<file path="config.mk">
export PLATFORM = sky130hd
export DESIGN_NAME = ser_fifo_ctrl
export DESIGN_NICKNAME = d
export VERILOG_FILES = /design/src/rtl/sfc_pkg.sv /design/src/rtl/sfc_fifo.sv /design/src/rtl/sfc_err_track.sv /design/src/rtl/ser_fifo_ctrl.sv
export SDC_FILE = /design/constraint.sdc
export NUM_CORES = 1
export LEC_CHECK = 0
export BUFFER_PORTS_ARGS = -buffer_cell sky130_fd_sc_hd__buf_2
export CORE_ASPECT_RATIO = 1.2
export CORE_MARGIN = 5
export CORE_UTILIZATION = 55
export CTS_BUF_LIST = sky130_fd_sc_hd__clkbuf_8
export DETAILED_ROUTE_END_ITERATION = 8
export GPL_ROUTABILITY_DRIVEN = 0
export GPL_TIMING_DRIVEN = 1
export HOLD_SLACK_MARGIN = 0.15
export PLACE_DENSITY = 0.79
export REMOVE_ABC_BUFFERS = 1
export SLEW_MARGIN = 10
export SYNTH_ARGS = -nofsm -noshare
export SYNTH_HDL_FRONTEND = slang
export SYNTH_SLANG_ARGS = --single-unit
</file>
<file path="constraint.sdc">
create_clock -name clk -period 4.05 [get_ports clk]
set_clock_uncertainty 0.2 [all_clocks]
set_input_delay 1.215 -clock clk [delete_from_list [all_inputs] [get_ports clk]]
set_output_delay 1.215 -clock clk [all_outputs]
set_load 0.01 [all_outputs]
</file>
<file path="src/rtl/sfc_pkg.sv">
package sfc_pkg;
  localparam logic [5:0] A_STAT  = 6'h04;
  localparam logic [5:0] A_DATA  = 6'h07;
  localparam logic [5:0] A_PARAM = 6'h10;
  localparam logic [5:0] A_CTRL  = 6'h11;
  localparam logic [5:0] A_FSTAT = 6'h12;
  localparam logic [5:0] A_TXWM  = 6'h13;
  localparam logic [5:0] A_TXCNT = 6'h14;
  localparam logic [5:0] A_RXWM  = 6'h15;
  localparam logic [5:0] A_RXCNT = 6'h16;
  localparam int ERRW = 3;
endpackage

</file>
<file path="src/rtl/sfc_fifo.sv">
module sfc_fifo #(
  parameter int W  = 8,
  parameter int AW = 3
) (
  input  logic         clk,
  input  logic         rst_n,
  input  logic         flush,
  input  logic         push,
  input  logic         pop,
  input  logic         one_deep,
  input  logic [W-1:0] din,
  output logic [W-1:0] dout,
  output logic [AW:0]  count,
  output logic         full,
  output logic         empty
);
  localparam int DEPTH = 1 << AW;

  logic [W-1:0]  mem [DEPTH];
  logic [AW-1:0] wr_ptr, rd_ptr;
  logic          push_ok, pop_ok;

  assign empty   = (count == '0);
  assign full    = one_deep ? !empty : (count == (AW+1)'(DEPTH));
  assign push_ok = push && !full && !flush;
  assign pop_ok  = pop && !empty && !flush;
  assign dout    = mem[rd_ptr];

  always_ff @(posedge clk or negedge rst_n) begin
    if (!rst_n) begin
      wr_ptr <= '0;
      rd_ptr <= '0;
      count  <= '0;
    end else if (flush) begin
      wr_ptr <= '0;
      rd_ptr <= '0;
      count  <= '0;
    end else begin
      if (push_ok) wr_ptr <= wr_ptr + 1'b1;
      if (pop_ok)  rd_ptr <= rd_ptr + 1'b1;
      count <= count + (AW+1)'(push_ok) - (AW+1)'(pop_ok);
    end
  end

  always_ff @(posedge clk) begin
    if (push_ok) mem[wr_ptr] <= din;
  end

  // a flush leaves the queue empty on the next cycle
  p_flush_empties_r10: assert property (@(posedge clk) disable iff (!rst_n)
    flush |=> empty);
  // a full queue that is not drained keeps its count
  p_full_holds_r3: assert property (@(posedge clk) disable iff (!rst_n)
    (full && !pop && !flush) |=> (count == $past(count)));
  // never more than the physical depth
  p_count_bound_r2: assert property (@(posedge clk) disable iff (!rst_n)
    count <= (AW+1)'(DEPTH));
endmodule

</file>
<file path="src/rtl/sfc_err_track.sv">
module sfc_err_track (
  input  logic       clk,
  input  logic       rst_n,
  input  logic       snap,
  input  logic       clr,
  input  logic       head_valid,
  input  logic [2:0] head_err,
  input  logic       ovr_set,
  output logic [3:0] flags
);
  logic [3:0] mask_q;
  logic [3:0] hd;

  assign hd = {1'b0, head_valid ? head_err : 3'b000};

  always_ff @(posedge clk or negedge rst_n) begin
    if (!rst_n) begin
      flags  <= '0;
      mask_q <= '0;
    end else begin
      flags <= ((flags | hd) & ~(clr ? mask_q : 4'b0)) | {ovr_set, 3'b000};
      if (snap)     mask_q <= flags;
      else if (clr) mask_q <= '0;
    end
  end

  // without a data read no flag drops
  p_sticky_r9: assert property (@(posedge clk) disable iff (!rst_n)
    !clr |=> (($past(flags) & ~flags) == 4'b0));
  // error bits of the oldest entry show up one cycle later
  p_head_err_r8: assert property (@(posedge clk) disable iff (!rst_n)
    (head_valid && !clr) |=> ((flags[2:0] & $past(head_err)) == $past(head_err)));
endmodule

</file>
<file path="src/rtl/ser_fifo_ctrl.sv">
module ser_fifo_ctrl
  import sfc_pkg::*;
#(
  parameter int TX_CODE = 2,
  parameter int RX_CODE = 2
) (
  input  logic       clk,
  input  logic       rst_n,
  input  logic [5:0] bus_addr,
  input  logic       bus_wr,
  input  logic       bus_rd,
  input  logic [7:0] bus_wdata,
  output logic [7:0] bus_rdata,
  output logic       tx_valid,
  input  logic       tx_ready,
  output logic [7:0] tx_data,
  input  logic       tx_busy,
  input  logic       rx_valid,
  input  logic [7:0] rx_data,
  input  logic [2:0] rx_err,
  input  logic       rx_idle,
  output logic       fifo_irq
);
  localparam int TAW = TX_CODE + 1;
  localparam int RAW = RX_CODE + 1;
  localparam int RW  = 8 + ERRW;

  logic          tx_en_q, rx_en_q;
  logic [2:0]    ie_q, ovf_q;
  logic [7:0]    txwm_q, rxwm_q;
  logic [TAW:0]  tx_cnt;
  logic [RAW:0]  rx_cnt;
  logic          tx_full, tx_empty, rx_full, rx_empty;
  logic [RW-1:0] rx_head;
  logic [3:0]    flags;
  logic [7:0]    stat, fstat;
  logic          wr_data, rd_data, rd_stat, wr_ctrl;
  logic          tx_drop, rx_ovr, rx_uf, tx_flush, rx_flush;

  assign wr_data  = bus_wr && bus_addr == A_DATA;
  assign rd_data  = bus_rd && bus_addr == A_DATA;
  assign rd_stat  = bus_rd && bus_addr == A_STAT;
  assign wr_ctrl  = bus_wr && bus_addr == A_CTRL;
  assign tx_flush = wr_ctrl && bus_wdata[7];
  assign rx_flush = wr_ctrl && bus_wdata[6];
  assign tx_drop  = wr_data && tx_full;
  assign rx_ovr   = rx_valid && rx_full;
  assign rx_uf    = rd_data && rx_empty;
  assign tx_valid = !tx_empty;

  sfc_fifo #(.W(8), .AW(TAW)) u_txq (
    .clk(clk), .rst_n(rst_n), .flush(tx_flush), .push(wr_data),
    .pop(tx_ready), .one_deep(!tx_en_q), .din(bus_wdata), .dout(tx_data),
    .count(tx_cnt), .full(tx_full), .empty(tx_empty));

  sfc_fifo #(.W(RW), .AW(RAW)) u_rxq (
    .clk(clk), .rst_n(rst_n), .flush(rx_flush), .push(rx_valid),
    .pop(rd_data), .one_deep(!rx_en_q), .din({rx_err, rx_data}),
    .dout(rx_head), .count(rx_cnt), .full(rx_full), .empty(rx_empty));

  sfc_err_track u_err (
    .clk(clk), .rst_n(rst_n), .snap(rd_stat), .clr(rd_data),
    .head_valid(!rx_empty), .head_err(rx_head[RW-1:8]),
    .ovr_set(rx_ovr), .flags(flags));

  always_ff @(posedge clk or negedge rst_n) begin
    if (!rst_n) begin
      tx_en_q <= 1'b0;
      rx_en_q <= 1'b0;
      ie_q    <= '0;
      ovf_q   <= '0;
      txwm_q  <= 8'd0;
      rxwm_q  <= 8'd1;
    end else begin
      if (bus_wr && bus_addr == A_PARAM) begin
        tx_en_q <= bus_wdata[7];
        rx_en_q <= bus_wdata[3];
      end
      if (wr_ctrl) ie_q <= bus_wdata[2:0];
      if (bus_wr && bus_addr == A_TXWM) txwm_q <= bus_wdata;
      if (bus_wr && bus_addr == A_RXWM) rxwm_q <= bus_wdata;
      ovf_q <= (ovf_q & ~((bus_wr && bus_addr == A_FSTAT) ? bus_wdata[2:0] : 3'b0))
             | {rx_ovr, tx_drop, rx_uf};
    end
  end

  assign stat  = {8'(tx_cnt) <= txwm_q, tx_empty && !tx_busy,
                  8'(rx_cnt) >= rxwm_q, rx_idle, flags};
  assign fstat = {tx_empty, rx_empty, 3'b000, ovf_q};
  assign fifo_irq = |(ovf_q & ie_q);

  always_comb begin
    case (bus_addr)
      A_STAT:  bus_rdata = stat;
      A_DATA:  bus_rdata = rx_empty ? 8'h00 : rx_head[7:0];
      A_PARAM: bus_rdata = {tx_en_q, 3'(TX_CODE), rx_en_q, 3'(RX_CODE)};
      A_CTRL:  bus_rdata = {5'b00000, ie_q};
      A_FSTAT: bus_rdata = fstat;
      A_TXWM:  bus_rdata = txwm_q;
      A_TXCNT: bus_rdata = 8'(tx_cnt);
      A_RXWM:  bus_rdata = rxwm_q;
      A_RXCNT: bus_rdata = 8'(rx_cnt);
      default: bus_rdata = 8'h00;
    endcase
  end

  // an empty data read raises receive underflow
  p_underflow_r7: assert property (@(posedge clk) disable iff (!rst_n)
    (rd_data && rx_empty) |=> ovf_q[0]);
  // a write into a full transmit queue raises transmit overflow
  p_txdrop_r3: assert property (@(posedge clk) disable iff (!rst_n)
    (wr_data && tx_full) |=> ovf_q[1]);
  // transmit complete never while bytes wait
  p_tc_r5: assert property (@(posedge clk) disable iff (!rst_n)
    tx_valid |-> !stat[6]);
  // an overrun push sets both overrun indications
  p_overrun_r6: assert property (@(posedge clk) disable iff (!rst_n)
    rx_ovr |=> (flags[3] && ovf_q[2]));
endmodule

</file>
==> impl_metrics.prom <==
# TYPE chip_impl_metric gauge
chip_impl_metric{name="power.ir.vdd_worst",unit="mV"} 0.350
chip_impl_info{name="cp-end-kind",value="output port"} 1
chip_impl_metric{name="dieHeight",unit="um"} 150
chip_impl_metric{name="fmax",unit="GHz"} 0.249
chip_impl_metric{name="post_synth.cell_area_avg",unit="um^2"} 16.5
chip_impl_metric{name="hold_violations",unit=""} 0
chip_impl_metric{name="cts_resized",unit=""} 1
chip_impl_metric{name="number_of_setup_buffers_added_after_cts",unit=""} 0
chip_impl_metric{name="cts.path.max_buffers",unit=""} 3
chip_impl_metric{name="grt_pass1_wl",unit="mm"} 30.3
chip_impl_metric{name="r2r.worst_path.cells",unit=""} 10
chip_impl_metric{name="first_global_vias",unit=""} 5573
chip_impl_metric{name="max_slew_margin",unit=""} 0.466
chip_impl_info{name="most-common-layout-cells",value="edfxtp_1 (152), dfrtp_1 (51), buf_2 (50)"} 1
chip_impl_metric{name="total_leakage_power",unit="uW"} 0.00382
chip_impl_metric{name="timing_max_transition_violations_final",unit=""} 0
chip_impl_metric{name="worstPathRequired",unit="ps"} 2630
chip_impl_metric{name="synth.ff_latch_count",unit=""} 204
chip_impl_metric{name="p_per_area",unit="nW/um^2"} 528
chip_impl_metric{name="synth.area.mux_share",unit=""} 0.142
chip_impl_metric{name="clock_insertion_delay_worst_skew",unit="ps"} 550
chip_impl_info{name="most_common_cell_after_layout_fill_and_taps_aside",value="edfxtp_1"} 1
chip_impl_metric{name="postLayoutCoreUtil",unit=""} 0.631
chip_impl_metric{name="synth_area_in_xor_xnor",unit=""} 0.00785
chip_impl_metric{name="syn-instance-count",unit=""} 542
chip_impl_metric{name="numPortBuffers",unit=""} 50
chip_impl_metric{name="cts_buffer_count",unit=""} 31
chip_impl_metric{name="grt.total_usage",unit=""} 0.207
chip_impl_metric{name="yosys_warnings",unit=""} 0
chip_impl_info{name="worst_setup_path_type",value="input pin to output port"} 1
chip_impl_metric{name="synth_sequential_area_ratio",unit=""} 0.657
chip_impl_metric{name="initial_util",unit=""} 0.555
chip_impl_metric{name="synth_edf_count",unit=""} 152
chip_impl_metric{name="nets",unit=""} 696
chip_impl_info{name="hold_path.class",value="flip-flop to flip-flop"} 1
chip_impl_metric{name="post-dp-hpwl",unit="mm"} 13.8
chip_impl_metric{name="timing.final.setup_violations",unit=""} 0
chip_impl_info{name="cts_tree",value="built"} 1
chip_impl_metric{name="worst_reg2reg_setup_slack",unit="ps"} 1080
chip_impl_metric{name="core_area",unit="um^2"} 16100
chip_impl_metric{name="fillerInstances",unit=""} 1179
chip_impl_metric{name="drt-pass1-iter-count",unit=""} 7
chip_impl_metric{name="yosys.area_share.simple",unit=""} 0.0744
chip_impl_metric{name="drc_errors",unit=""} 0
chip_impl_info{name="timing.rr.start",value="u_rxq.count[2]"} 1
chip_impl_metric{name="ctsHtreeMaxLevel",unit=""} 1
chip_impl_metric{name="cts_hold_buf",unit=""} 0
chip_impl_metric{name="area_growth_synth_to_finish",unit="%"} 13.5
chip_impl_info{name="combinational_family_with_the_most_area_after_synthesis",value="multiplexers"} 1
chip_impl_metric{name="critPathMaxFanout",unit=""} 5
chip_impl_metric{name="ios",unit=""} 51
chip_impl_metric{name="via_count",unit=""} 5195
chip_impl_metric{name="synthesized_area_fraction_occupied_by_ao_oa_aoi_and_oai_cells",unit=""} 0.0553
chip_impl_metric{name="clk_pin_slew_worst_paths",unit="ps"} 60
chip_impl_metric{name="detail-route-antenna-nets",unit=""} 0
chip_impl_metric{name="grt_overflow_total",unit=""} 0
chip_impl_metric{name="synth_fa_ha_area_frac",unit=""} 0.0381
chip_impl_metric{name="worstPathArrival",unit="ps"} 2610
chip_impl_metric{name="die_area",unit="um^2"} 18900
chip_impl_metric{name="worst_slew_pin_slew",unit="ps"} 800
chip_impl_metric{name="antenna-diode-count",unit=""} 0
chip_impl_metric{name="drive_above_1_share",unit=""} 0.282
chip_impl_metric{name="numClockSinks",unit=""} 204
chip_impl_metric{name="min_period_over_period",unit=""} 0.993
chip_impl_metric{name="dr.first_iter.drc_count",unit=""} 337
chip_impl_metric{name="avgViaCountPerCell",unit=""} 5.94
chip_impl_info{name="destination_of_the_worst_register_to_register_timing_path",value="u_rxq.count[2]"} 1
chip_impl_metric{name="ys_types",unit=""} 69
chip_impl_info{name="cp-startpoint",value="bus_addr[4]"} 1
chip_impl_metric{name="die_width",unit="um"} 126
chip_impl_info{name="worstSetupEndpoint",value="bus_rdata[1]"} 1
chip_impl_metric{name="hold-path-cell-count",unit=""} 1
chip_impl_metric{name="grt_antenna_before_repair",unit=""} 1
chip_impl_metric{name="period_needed",unit="ps"} 4020
chip_impl_info{name="critPathLaunchType",value="input pin"} 1
chip_impl_metric{name="synthArstFlopShare",unit=""} 0.255
chip_impl_metric{name="wl_per_cell",unit="um"} 22.1
chip_impl_metric{name="number_of_maximum_capacitance_violations",unit=""} 0
chip_impl_metric{name="largest_net_degree_at_the_start_of_global_routing",unit=""} 53
chip_impl_info{name="run_status",value="finished, final reports clean"} 1
chip_impl_metric{name="placement_rows",unit=""} 51
chip_impl_metric{name="routed_wl",unit="mm"} 19.3
chip_impl_metric{name="hold-worst-slack",unit="ps"} 255
chip_impl_info{name="clock-root-buffer",value="clkbuf_8"} 1
chip_impl_metric{name="syn-cell-area",unit="um^2"} 8930
chip_impl_info{name="ys_dominant_reg_cell",value="edfxtp_1"} 1
==> metal layers <==
layer / GRT usage / part of all wire
met5: 0 / 0.00036
met3: 0.0332 / 0.049
met1: 0.231 / 0.36
met2: 0.398 / 0.56
met4: 0.0751 / 0.033
==> how the worst min path moves through the flow <==
stage                    startpoint        endpoint  slack [ps]
floorplan           u_err.mask_q[0]  u_err.flags[0]         220
global placement    u_err.mask_q[0]  u_err.flags[0]         230
detailed placement  u_err.mask_q[0]  u_err.flags[0]         240
CTS                 u_err.mask_q[0]  u_err.flags[0]         250
global route        u_err.mask_q[0]  u_err.flags[0]         270
finish              u_err.mask_q[0]  u_err.flags[0]         260
==> Yosys cell counts (3+ instances only) <==
cell type / instances / area [um^2]
buf_2: 8 / 40.0
edfxtp_1: 152 / 4560
mux2_2: 12 / 135
dfrtp_1: 51 / 1280
mux2i_1: 4 / 40.0
a22o_1: 4 / 35.0
and3_1: 3 / 18.8
buf_1: 5 / 18.8
nand2b_1: 4 / 25.0
nor4_1: 7 / 43.8
clkbuf_1: 3 / 11.3
mux2_1: 21 / 236
mux4_2: 38 / 856
o211ai_1: 5 / 37.5
nor2b_1: 6 / 37.5
a21oi_1: 16 / 80.1
a32o_1: 4 / 40.0
and4_1: 4 / 35.0
ha_1: 24 / 300
nor2_1: 23 / 86.3
inv_1: 29 / 109
a222oi_1: 3 / 30.0
o2111ai_1: 3 / 26.3
xnor2_1: 4 / 35.0
nand4bb_1: 3 / 33.8
a21o_1: 6 / 45.0
nand3_1: 8 / 40.0
nand2_1: 22 / 82.6
a22oi_1: 12 / 90.1
xor2_1: 4 / 35.0
nor3_1: 8 / 40.0
==> worst max-delay path: stages <==
cell       delay [ps]
buf_2             100
buf_4             140
nand4bb_1         280
nor3_1            110
a2111oi_1         380
o2111ai_1         180
buf_2             190
==> registers in the layout, summed over array words and instances (netlist names) <==
| name | flops |
|---|---|
| u_rxq.mem | 88 |
| u_txq.mem | 64 |
| rxwm_q | 8 |
| txwm_q | 8 |
| u_err.flags | 4 |
| u_err.mask_q | 4 |
| u_rxq.count | 4 |
| u_txq.count | 4 |
| ie_q | 3 |
| ovf_q | 3 |
| u_rxq.rd_ptr | 3 |
| u_rxq.wr_ptr | 3 |
| u_txq.rd_ptr | 3 |
| u_txq.wr_ptr | 3 |
| rx_en_q | 1 |
| tx_en_q | 1 |
==> metrics by stage <==
stage | total power [uW] | setup TNS (ps) | worst slack (ps) | cells | instance area, um^2
after floorplan | 3510 | 0 | 89.5 | 522 | 8820
after global placement | 3870 | 0 | 49.5 | 816 | 9590
after global routing | 5670 | -55.1 | -55.1 | 874 | 10100
after detailed placement | 3960 | -94.3 | -29.1 | 816 | 9590
after CTS | 5410 | 0 | 55.8 | 874 | 10100
final | 5360 | 0 | 29.3 | 874 | 10100
==> report_power, final <==
group	internal, uW	leakage (uW)	switching, uW
combinational	650	0.00149	604
clock	715	0.000325	741
sequential	2410	0.00200	235
==> kinds of logic after synthesis <==
family	count (synthesis)
adders and majority gates	26
muxes	75
and+or+nand+nor	110
DFF	204
AOI/OAI and AO/OA	67
buffers and inverters	52
xor gates and xnor gates	8
==> final cells by class <==
class,instances,area (um^2),area share
multi-input combinational,286,2840,0.280
tap,212,265,0.0262
clock inverter,27,116,0.0115
timing repair buffer,82,503,0.0496
sequential,204,5870,0.579
clock buffer,31,427,0.0421
inverter,32,120,0.0118
(Power assumes the default switching activity.)
